File: config.mk
export PLATFORM = sky130hd
export DESIGN_NAME = fifo_tag_cell
export DESIGN_NICKNAME = d
export VERILOG_FILES = /design/src/rtl/fifo_cell_pkg.sv /design/src/rtl/fifo_cell_store.sv /design/src/rtl/fifo_cell_ctrl.sv /design/src/rtl/fifo_tag_cell.sv
export SDC_FILE = /design/constraint.sdc
export NUM_CORES = 1
export LEC_CHECK = 0
export BUFFER_PORTS_ARGS = -buffer_cell sky130_fd_sc_hd__buf_2
export CAP_MARGIN = 20
export CORE_ASPECT_RATIO = 1.2
export CORE_MARGIN = 3
export CORE_UTILIZATION = 61
export DETAILED_ROUTE_END_ITERATION = 10
export PLACE_DENSITY_LB_ADDON = 0.3
export SETUP_SLACK_MARGIN = 0.02
export SLEW_MARGIN = 10
export SYNTH_ARGS = -nofsm -noshare
export SYNTH_HDL_FRONTEND = slang
export SYNTH_SLANG_ARGS = --single-unit
File: constraint.sdc
create_clock -name clk -period 3.1 [get_ports clk]
set_input_delay 0.155 -clock clk [delete_from_list [all_inputs] [get_ports clk]]
set_output_delay 0.155 -clock clk [all_outputs]
set_load 0.05 [all_outputs]
File: src/rtl/fifo_cell_pkg.sv
package fifo_cell_pkg;

  typedef enum logic [1:0] {
    VIEW_RAW  = 2'd0,
    VIEW_TAG  = 2'd1,
    VIEW_WAIT = 2'd2,
    VIEW_POLL = 2'd3
  } view_e;

  typedef enum logic [1:0] {
    RSP_ZERO  = 2'd0,
    RSP_ENTRY = 2'd1,
    RSP_TAG   = 2'd2
  } rsp_sel_e;

  // strobes from the control half to the storage half and output mux
  typedef struct packed {
    logic     wrEn;
    rsp_sel_e rspSel;
  } cell_strobe_t;

  // tag word layout, decoded by software
  localparam int TAG_DEPTH_LSB = 28;
  localparam int TAG_CNT_LSB   = 18;
  localparam int TAG_KIND_BIT  = 17;
  localparam int TAG_TRAP_BIT  = 16;
  localparam int TAG_FULL_BIT  = 1;
  localparam int TAG_EMPTY_BIT = 0;

endpackage

File: src/rtl/fifo_cell_store.sv
module fifo_cell_store #(
  parameter int DEPTH  = 8,
  parameter int DATA_W = 64,
  localparam int PTR_W = $clog2(DEPTH)
) (
  input  logic              clk,
  input  logic              rstN,
  input  logic              wrEn,
  input  logic [PTR_W-1:0]  wrSlot,
  input  logic [DATA_W-1:0] wrData,
  input  logic [PTR_W-1:0]  rdSlot,
  output logic [DATA_W-1:0] rdData
);

  logic [DATA_W-1:0] slotQ [DEPTH];

  for (genvar s = 0; s < DEPTH; s++) begin : g_slot
    always_ff @(posedge clk or negedge rstN) begin
      if (!rstN) begin
        slotQ[s] <= '0;
      end else if (wrEn && (wrSlot == PTR_W'(s))) begin
        slotQ[s] <= wrData;
      end
    end
  end

  assign rdData = slotQ[rdSlot];

endmodule

File: src/rtl/fifo_cell_ctrl.sv
module fifo_cell_ctrl
  import fifo_cell_pkg::*;
#(
  parameter int DEPTH  = 8,
  parameter int ID_W   = 2,
  localparam int PTR_W = $clog2(DEPTH),
  localparam int CNT_W = PTR_W + 1,
  localparam int NREQ  = 1 << ID_W
) (
  input  logic             clk,
  input  logic             rstN,
  input  logic             reqValid,
  input  logic             reqWrite,
  input  view_e            reqView,
  input  logic [ID_W-1:0]  reqId,
  input  logic             ldTrap,
  input  logic             ldEmpty,
  input  logic             ldFull,
  output cell_strobe_t     strobe,
  output logic [PTR_W-1:0] wrSlot,
  output logic [PTR_W-1:0] rdSlot,
  output logic [63:0]      tagWord,
  output logic             rspBlock,
  output logic [NREQ-1:0]  waitMask,
  output logic             wakePulse,
  output logic [CNT_W-1:0] cellCount
);

  logic [PTR_W-1:0] outPtr;
  logic [CNT_W-1:0] count;
  logic             flagE, flagF, flagT;
  logic [NREQ-1:0]  waitQ;
  logic             wakeQ;

  logic isQueue, isWaitView, blockRd, blockWr, stall, queueGo, popGo, pushGo, rawWr;
  logic [PTR_W-1:0] cntLow, tailSlot, lastSlot;

  always_comb begin
    isQueue    = reqValid && (reqView == VIEW_WAIT || reqView == VIEW_POLL);
    isWaitView = (reqView == VIEW_WAIT);
    blockRd    = isQueue && !reqWrite && isWaitView && flagE;
    blockWr    = isQueue && reqWrite && isWaitView && flagF;
    stall      = blockRd || blockWr;
    queueGo    = isQueue && !stall;
    popGo      = queueGo && !reqWrite && (count != '0);
    pushGo     = queueGo && reqWrite && (count < CNT_W'(DEPTH));
    rawWr      = reqValid && (reqView == VIEW_RAW) && reqWrite && (count != '0);
    cntLow     = count[PTR_W-1:0];
    tailSlot   = outPtr + cntLow;
    lastSlot   = outPtr + cntLow - PTR_W'(1);
  end

  always_comb begin
    strobe.wrEn = pushGo || rawWr;
    wrSlot      = pushGo ? tailSlot : lastSlot;
    rdSlot      = outPtr;
    if (!reqValid || reqWrite) begin
      strobe.rspSel = RSP_ZERO;
    end else begin
      unique case (reqView)
        VIEW_RAW:  strobe.rspSel = RSP_ENTRY;
        VIEW_TAG:  strobe.rspSel = RSP_TAG;
        default:   strobe.rspSel = (!stall && count != '0) ? RSP_ENTRY : RSP_ZERO;
      endcase
    end
  end

  always_comb begin
    tagWord = '0;
    tagWord[TAG_DEPTH_LSB +: 4]     = 4'(PTR_W);
    tagWord[TAG_CNT_LSB +: CNT_W]   = count;
    tagWord[TAG_KIND_BIT]           = 1'b1;
    tagWord[TAG_TRAP_BIT]           = flagT;
    tagWord[TAG_FULL_BIT]           = flagF;
    tagWord[TAG_EMPTY_BIT]          = flagE;
  end

  always_ff @(posedge clk or negedge rstN) begin
    if (!rstN) begin
      outPtr <= '0;
      count  <= '0;
      flagE  <= 1'b1;
      flagF  <= 1'b0;
      flagT  <= 1'b0;
      waitQ  <= '0;
      wakeQ  <= 1'b0;
    end else begin
      wakeQ <= 1'b0;
      if (reqValid && reqView == VIEW_TAG && reqWrite) begin
        flagT <= ldTrap;
        flagE <= ldEmpty;
        flagF <= ldFull;
        if (ldEmpty) count <= '0;
      end
      if (isQueue) begin
        if (reqWrite) flagE <= 1'b0;
        else          flagF <= 1'b0;
        if (stall) begin
          waitQ <= waitQ | (NREQ'(1) << reqId);
        end else begin
          if (waitQ != '0) wakeQ <= 1'b1;
          waitQ <= '0;
          if (reqWrite) begin
            if (pushGo) count <= count + CNT_W'(1);
            if (count >= CNT_W'(DEPTH - 1)) flagF <= 1'b1;
          end else begin
            if (popGo) begin
              count  <= count - CNT_W'(1);
              outPtr <= outPtr + PTR_W'(1);
            end
            if (count <= CNT_W'(1)) flagE <= 1'b1;
          end
        end
      end
    end
  end

  assign rspBlock  = stall;
  assign waitMask  = waitQ;
  assign wakePulse = wakeQ;
  assign cellCount = count;

endmodule

File: src/rtl/fifo_tag_cell.sv
module fifo_tag_cell
  import fifo_cell_pkg::*;
#(
  parameter int DEPTH  = 8,
  parameter int ID_W   = 2,
  parameter int DATA_W = 64,
  localparam int PTR_W = $clog2(DEPTH),
  localparam int CNT_W = PTR_W + 1,
  localparam int NREQ  = 1 << ID_W
) (
  input  logic              clk,
  input  logic              rstN,
  input  logic              reqValid,
  input  logic              reqWrite,
  input  logic [1:0]        reqView,
  input  logic [ID_W-1:0]   reqId,
  input  logic [DATA_W-1:0] reqData,
  output logic [DATA_W-1:0] rspData,
  output logic              rspBlock,
  output logic [NREQ-1:0]   waitMask,
  output logic              wakePulse
);

  cell_strobe_t      strobe;
  logic [PTR_W-1:0]  wrSlot, rdSlot;
  logic [63:0]       tagWord;
  logic [DATA_W-1:0] entryData;
  logic [CNT_W-1:0]  cellCount;

  fifo_cell_ctrl #(.DEPTH(DEPTH), .ID_W(ID_W)) u_ctrl (
    .clk      (clk),
    .rstN     (rstN),
    .reqValid (reqValid),
    .reqWrite (reqWrite),
    .reqView  (view_e'(reqView)),
    .reqId    (reqId),
    .ldTrap   (reqData[TAG_TRAP_BIT]),
    .ldEmpty  (reqData[TAG_EMPTY_BIT]),
    .ldFull   (reqData[TAG_FULL_BIT]),
    .strobe   (strobe),
    .wrSlot   (wrSlot),
    .rdSlot   (rdSlot),
    .tagWord  (tagWord),
    .rspBlock (rspBlock),
    .waitMask (waitMask),
    .wakePulse(wakePulse),
    .cellCount(cellCount)
  );

  fifo_cell_store #(.DEPTH(DEPTH), .DATA_W(DATA_W)) u_store (
    .clk    (clk),
    .rstN   (rstN),
    .wrEn   (strobe.wrEn),
    .wrSlot (wrSlot),
    .wrData (reqData),
    .rdSlot (rdSlot),
    .rdData (entryData)
  );

  always_comb begin
    unique case (strobe.rspSel)
      RSP_ENTRY: rspData = entryData;
      RSP_TAG:   rspData = DATA_W'(tagWord);
      default:   rspData = '0;
    endcase
  end

endmodule

# ---- Word-level counts from Yosys, hierarchy flattened
# Cells that the tools add are included.
dict set report classes {
  add_sub_neg 5
  magnitude_cmp 4
  eq_ne 12
  n_shift 1
  muxes 31
  bitwise 4
  reduce_logical 38
}
# operator n
set op_table {}
lappend op_table {{binary-select mux 64 bit (select 3 bit)} 1}
lappend op_table {{2-to-1 mux 64 bit} 2}
lappend op_table {{case mux 64 bit (2 select lines)} 1}
lappend op_table {{2-to-1 mux 4 bit} 8}
lappend op_table {{logical AND 1 bit} 26}
lappend op_table {{2-to-1 mux 1 bit} 16}
lappend op_table {{equality test 3 bit (second input constant)} 4}
lappend op_table {{nonzero test 4 bit} 2}
lappend op_table {{equality test 2 bit (second input constant)} 3}
lappend op_table {{equality test 3 x 2 -> 1 bit (second input constant)} 2}
lappend op_table {{adder 4 x 1 -> 4 bit (second input constant)} 1}
lappend op_table {{equality test 2 x 1 -> 1 bit (second input constant)} 2}
lappend op_table {{greater-or-equal comparator 4 x 3 -> 1 bit (second input constant)} 1}
lappend op_table {{greater-or-equal comparator 4 bit (second input constant)} 1}
lappend op_table {{<= comparator 4 x 1 -> 1 bit (second input constant)} 1}
lappend op_table {{logical OR 1 bit} 4}
lappend op_table {{less-than comparator 4 bit (second input constant)} 1}
lappend op_table {{inverter 3 -> 4 bit} 1}
lappend op_table {{bitwise OR 4 bit} 1}
lappend op_table {{case mux 2 bit (2 select lines)} 1}
lappend op_table {{AND reduction 4 bit} 1}
lappend op_table {{left shift 1 x 2 -> 4 bit (first input constant)} 1}
lappend op_table {{subtractor 4 x 1 -> 4 bit (second input constant)} 1}
lappend op_table {{adder 3 x 1 -> 3 bit (second input constant)} 1}
lappend op_table {{9 further kinds} 12}
dict set report totals {
  regBits 527
  out_inout_bits 70
  wordCells 110
}

# ---- Longest topological paths before layout
dict set report logic_depth {
  word_depth 15
  ltp_mapped 12
  depth_no_buf 10
}

# ---- Hierarchy
# Synthesis repeated with hierarchy kept, for this count alone.
dict set report unflattened {
  hier_cells 1646
  hier_area_um2 25409.4
}
# module instances cells_per_inst area_per_inst_um2 seq_area_each_um2
set modules_own_cells {}
lappend modules_own_cells {fifo_cell_store 1 1314 22779.3 12812.3}
lappend modules_own_cells {fifo_cell_ctrl 1 179 1559.0 376.6}
lappend modules_own_cells {fifo_tag_cell 1 153 1071.0 0.0}

# ---- Worst setup path after synthesis
# No wires, ideal clock.
dict set report synth_timing {
  kind {flip-flop to output port}
  startpoint {reg u_ctrl.count[1], in the netlist u_ctrl.cellCount[1]}
  endpoint {out rspData[10]}
  arrival_ns 2.801
  t_required_ns 2.945
  path_slack_ns 0.144
  path_stages_with_launch 13
  n_path_buf 2
  path_cell_list {dfrtp_1 inv_1 ha_1 nor3b_2 nor2b_1 o21ai_0 o21ai_0 and3b_1 ha_1 nand2b_1 buf_1 clkbuf_1 nor2_1}
}
dict set report synth_between {
  elab_chain_cells 7
}
# item line_no
set synth_lines {}
lappend synth_lines {{start: declaration} fifo_cell_ctrl.sv:30} ;# logic [CNT_W-1:0] count;
lappend synth_lines {{start signal: assignment} fifo_cell_ctrl.sv:104} ;# if (pushGo) count <= count + CNT_W'(1);
lappend synth_lines {{start signal: assignment} fifo_cell_ctrl.sv:108} ;# count <= count - CNT_W'(1);
lappend synth_lines {{nonzero test 4 bit (*)} fifo_cell_ctrl.sv:63} ;# default: strobe.rspSel = (!stall && count != '0) ? RSP_ENTRY : RSP_ZERO;
lappend synth_lines {{logical AND 1 bit (*)} fifo_cell_ctrl.sv:63}
lappend synth_lines {{2-to-1 mux 1 bit (*)} fifo_cell_ctrl.sv:63}
lappend synth_lines {{case mux 2 bit (2 select lines) (*)} fifo_cell_ctrl.sv:60} ;# unique case (reqView)
lappend synth_lines {{2-to-1 mux 2 bit (*)} fifo_cell_ctrl.sv:57} ;# if (!reqValid || reqWrite) begin
lappend synth_lines {{equality test 2 bit / equality test 2 x 1 -> 1 bit (equally long branches)} fifo_tag_cell.sv:61} ;# unique case (strobe.rspSel)
lappend synth_lines {{case mux 64 bit (2 select lines) (*)} fifo_tag_cell.sv:61}
lappend synth_lines {{end: declaration} fifo_tag_cell.sv:18} ;# output logic [DATA_W-1:0] rspData,
# Mark *: on every way between the ends. The rest lies on a longest branch, timed or not.

# ---- Final worst setup path
dict set report layout_timing {
  startpoint {reg u_ctrl.count[0], in the netlist u_ctrl.cellCount[0]}
  endpoint {reg u_store.slotQ[66] in the netlist's numbering}
}
dict set report layout_between {
  elab_chain_cells 5
}
# item line_no
set layout_lines {}
lappend layout_lines {{adder 3 bit / less-than comparator 4 bit (equally long branches)} {fifo_cell_ctrl.sv:49, fifo_cell_ctrl.sv:50, fifo_cell_ctrl.sv:46}}
lappend layout_lines {{subtractor 3 x 1 -> 3 bit / logical AND 1 bit (equally long branches)} {fifo_cell_ctrl.sv:50, fifo_cell_ctrl.sv:46}}
lappend layout_lines {{2-to-1 mux 3 bit} fifo_cell_ctrl.sv:55} ;# wrSlot = pushGo ? tailSlot : lastSlot;
lappend layout_lines {{equality test 3 bit} fifo_cell_store.sv:21} ;# end else if (wrEn && (wrSlot == PTR_W'(s))) begin
lappend layout_lines {{logical AND 1 bit (*)} fifo_cell_store.sv:21}
lappend layout_lines {{end signal: indexed assignment} fifo_cell_store.sv:22} ;# slotQ[s] <= wrData;
lappend layout_lines {{end: declaration} fifo_cell_store.sv:15} ;# logic [DATA_W-1:0] slotQ [DEPTH];
# Marked as above.
# A chain may end at the register's enable or synchronous reset.

==> metrics.yaml <==
rows: 79
max_stage_delay_ns: 0.45
p_total_w: 0.02924
dp_hpwl_um: 29180
numCtsBuffers: 51
async_flop_share_pct: 100.0
crit_family: "adder cells"
via_count: 14599
whs_ns: 0.02776
whs_endpoint: "u_ctrl.flagE"
hp-class: "input port to flop"
fp.dieH_um: 223.7
dr.pass1.iters: 6
grt_pass1_wl_um: 87730
die_w_um: 187.4
top_usage_layer: "met2"
antenna_found_initial: 0
synth_edf_count: 0
clk_latency_ns: 0.57
ys_ff_latch: 527
first_global_vias: 15504
clock-sinks: 527
crit_required_ns: 3.55
setup_viol_count_final: 4
setup_slack_ns: -0.009492
drive_above_1_share_pct: 52.47
crit_chain: "buf_4 -> ha_1 -> fa_2 -> xnor3_1 -> or3_4 -> a21oi_4 -> buf_12 -> clkbuf_16 -> mux2_2"
synthCells: 1511
worstSetupPathType: "flop to flop"
slew_violations: 0
postLayoutCellArea_sq_um: 29640
wl_per_cell_um: 25.68
gr-usage-met1_pct: 36.20
relSlewSlack_pct: 44.83
p_leak_nw: 13.33
slowest_stage: "xnor3_1"
area_growth_pct: 23.08
p_sw_share_pct: 31.76
start_util_pct: 61.99
reg2reg_slack_ns: -0.009
switching_power_w: 0.009286
hold_depth: 3
syn_area_sq_um: 24080
setup_tns_ns: -0.02072
clk_pin_slew_ns: 0.06
start_kind: "flop"
r2r_end: "u_store.slotQ[66]"
end_kind: "flop"
cellPowerDensity_nw_per_um2: 986.5
tritoncts: "yes"
vias_per_cell: 6.276
cell_internal_pwr_w: 0.01995
cp.arrival_ns: 3.56
drt_iter0_markers: 834
overflow: 0
ys.flop_type: "dfrtp_1"
ys_seq_area_share_pct: 54.77
finalHoldViolations: 0
worstMarginPinSlew_ns: 0.8275
reg2regPathDepth: 9
design.die.area_sq_um: 41910
ys_types: 50
clock_path_buffers: 3
status: "finished with violations"
met3_usage_pct: 4.148
min_period_ns: 3.109
grtUsageTotal_pct: 26.54
drv_cap: 0
combPwrFrac_pct: 39.9
nNetsFinal: 1846
cp_num_buf_inv: 3
core_area_sq_um: 38850
ir_worst_vdd_v: 0.0006998
drtAntennaViolNets: 0
gr-usage-met2_pct: 45.15
worstReg2RegStart: "u_ctrl.cellCount[0]"
syn-num-nets: 1592
finalCritPeriodShare_pct: 100.3
yosys_warnings: 0
fmax_mhz: 321.6
htreeDepth: 2
drt_wl_total_um: 59730
skew_ns: 0.01436
path_max_fanout: 11
portBuffers: 141
postSynthAreaPerCell_sq_um: 15.94
clockPowerShare_pct: 21.0
hold_start: "reqValid"
num_io_pins: 142
grt_max_degree: 121
dpl-instance-area_sq_um: 25700
power_frac_seq_pct: 39.1
fill_cells: 2117
violations: "setup timing"
rsz0062_at_grt: "true"
cts-root-buf: "clkbuf_16"
drc_errors: 0
gp_congestion: 0.8280
## worst min-delay path: stages
cell,delay (ns)
buf_2,0.13
and2_1,0.21
a32oi_1,0.08
## power by group through the flow
stage | logic [W] | clock network (W) | registers [W]
2_1_floorplan | 0.00806 | 0 | 0.0109
3_3_place_gp | 0.00978 | 0 | 0.0112
3_5_place_dp | 0.0101 | 0 | 0.0114
4_1_cts | 0.0108 | 0.00623 | 0.0113
5_1_grt | 0.0124 | 0.00651 | 0.0117
6_report | 0.0117 | 0.00614 | 0.0114
## state kept, by name, summed over array words and instances (netlist names)
| signal | flops |
|---|---|
| u_ctrl.flagF | 1 |
| u_ctrl.waitMask | 4 |
| u_ctrl.wakePulse | 1 |
| u_store.slotQ | 512 |
| u_ctrl.rdSlot | 3 |
| u_ctrl.cellCount | 4 |
| u_ctrl.flagE | 1 |
| u_ctrl.flagT | 1 |
## metal layers
metal	part of all wire [%]	routed length, um
met4	3.3	1961
met5	0	0
met2	50	30080
met3	5.2	3082
met1	41	24610
## layout by cell type, fill, tap and decap left out, types with 3 or more instances in the layout
cell / Yosys / final
nor3_1: 4 / 4
nor2_2: 0 / 15
clkbuf_8: 0 / 12
nand3_1: 5 / 5
inv_1: 9 / 6
a21oi_1: 8 / 8
clkbuf_16: 0 / 61
buf_2: 47 / 87
mux2i_1: 56 / 56
buf_6: 0 / 27
clkbuf_1: 22 / 10
buf_12: 0 / 32
ha_1: 8 / 6
dfrtp_1: 526 / 522
buf_16: 0 / 9
mux2_2: 425 / 423
clkinv_2: 0 / 5
o21ai_0: 6 / 4
nand2_1: 12 / 10
mux4_2: 128 / 128
inv_2: 0 / 3
nor2_4: 0 / 35
bufinv_16: 0 / 3
a21oi_4: 3 / 6
dlygate4sd3_1: 0 / 69
buf_4: 18 / 34
mux2_1: 99 / 99
clkinv_4: 0 / 3
a22oi_1: 8 / 8
nor2b_1: 5 / 4
buf_8: 0 / 29
nor2_1: 72 / 22
dfrtp_4: 0 / 3
## stage by stage
stage	std cells	setup slack, ns	utilization [%]
finish	2326	-0.009492	76.29
global route	2325	-0.08677	76.29
CTS	2296	0.01718	74.31
detailed placement	2125	-0.01794	66.15
global placement	2125	0.04944	66.15
floorplan	1511	0.1441	-
## final cells by class
cell class | instances | area, sq um | area share [%]
antenna | 1 | 2.502 | 0.008443
clock buffer | 73 | 1479 | 4.990
clock inverter | 14 | 166.4 | 0.5615
inverter | 9 | 33.78 | 0.1140
multi-input combinational | 878 | 10800 | 36.45
sequential | 527 | 13200 | 44.54
tap | 526 | 658.1 | 2.221
timing repair buffer | 298 | 3292 | 11.11
## repair_timing
item                                    in CTS  in global routing
hold endpoints to repair                   601                  0
buffers inserted                             8                 16
cloned                                       7                 13
endpoints found under the setup margin     117                392
hold buffers                                69                  0
resized for setup                          168                 86
pin swaps                                    3                 20
## synth_stat cells, drive strengths merged, types with 8 or more instances
master,instances,area (sq um)
a21oi,14,115.1
a22oi,8,60.06
buf,75,407.9
clkbuf,22,82.58
dfrtp,526,13160
ha,8,100.1
inv,9,33.78
mux2,524,5901
mux2i,56,560.5
mux4,128,2883
nand2,12,45.04
nor2,72,270.3
## worst max path at each step
stage,from,endpoint,slack [ns],depth (start not counted)
floorplan,u_ctrl.cellCount[1],rspData[10],0.14,12
global placement,u_ctrl.rdSlot[0],rspData[61],0.05,6
detailed placement,u_ctrl.rdSlot[0],u_store.slotQ[289],-0.02,9
CTS,u_ctrl.cellCount[1],rspData[46],0.02,13
global route,u_ctrl.cellCount[0],u_store.slotQ[69],-0.09,10
finish,u_ctrl.cellCount[0],u_store.slotQ[66],-0.009,9
## cell families after synthesis
kind of cell	synth area share, %
AOI/OAI and AO/OA	1.419
adders and majority gates	0.4988
DFF	54.77
xor gates and xnor gates	0.2390
buffers and inverters	2.177
and+or+nand+nor	2.094
muxes	38.80
Note: power is estimated with default switching activity, not from simulation.
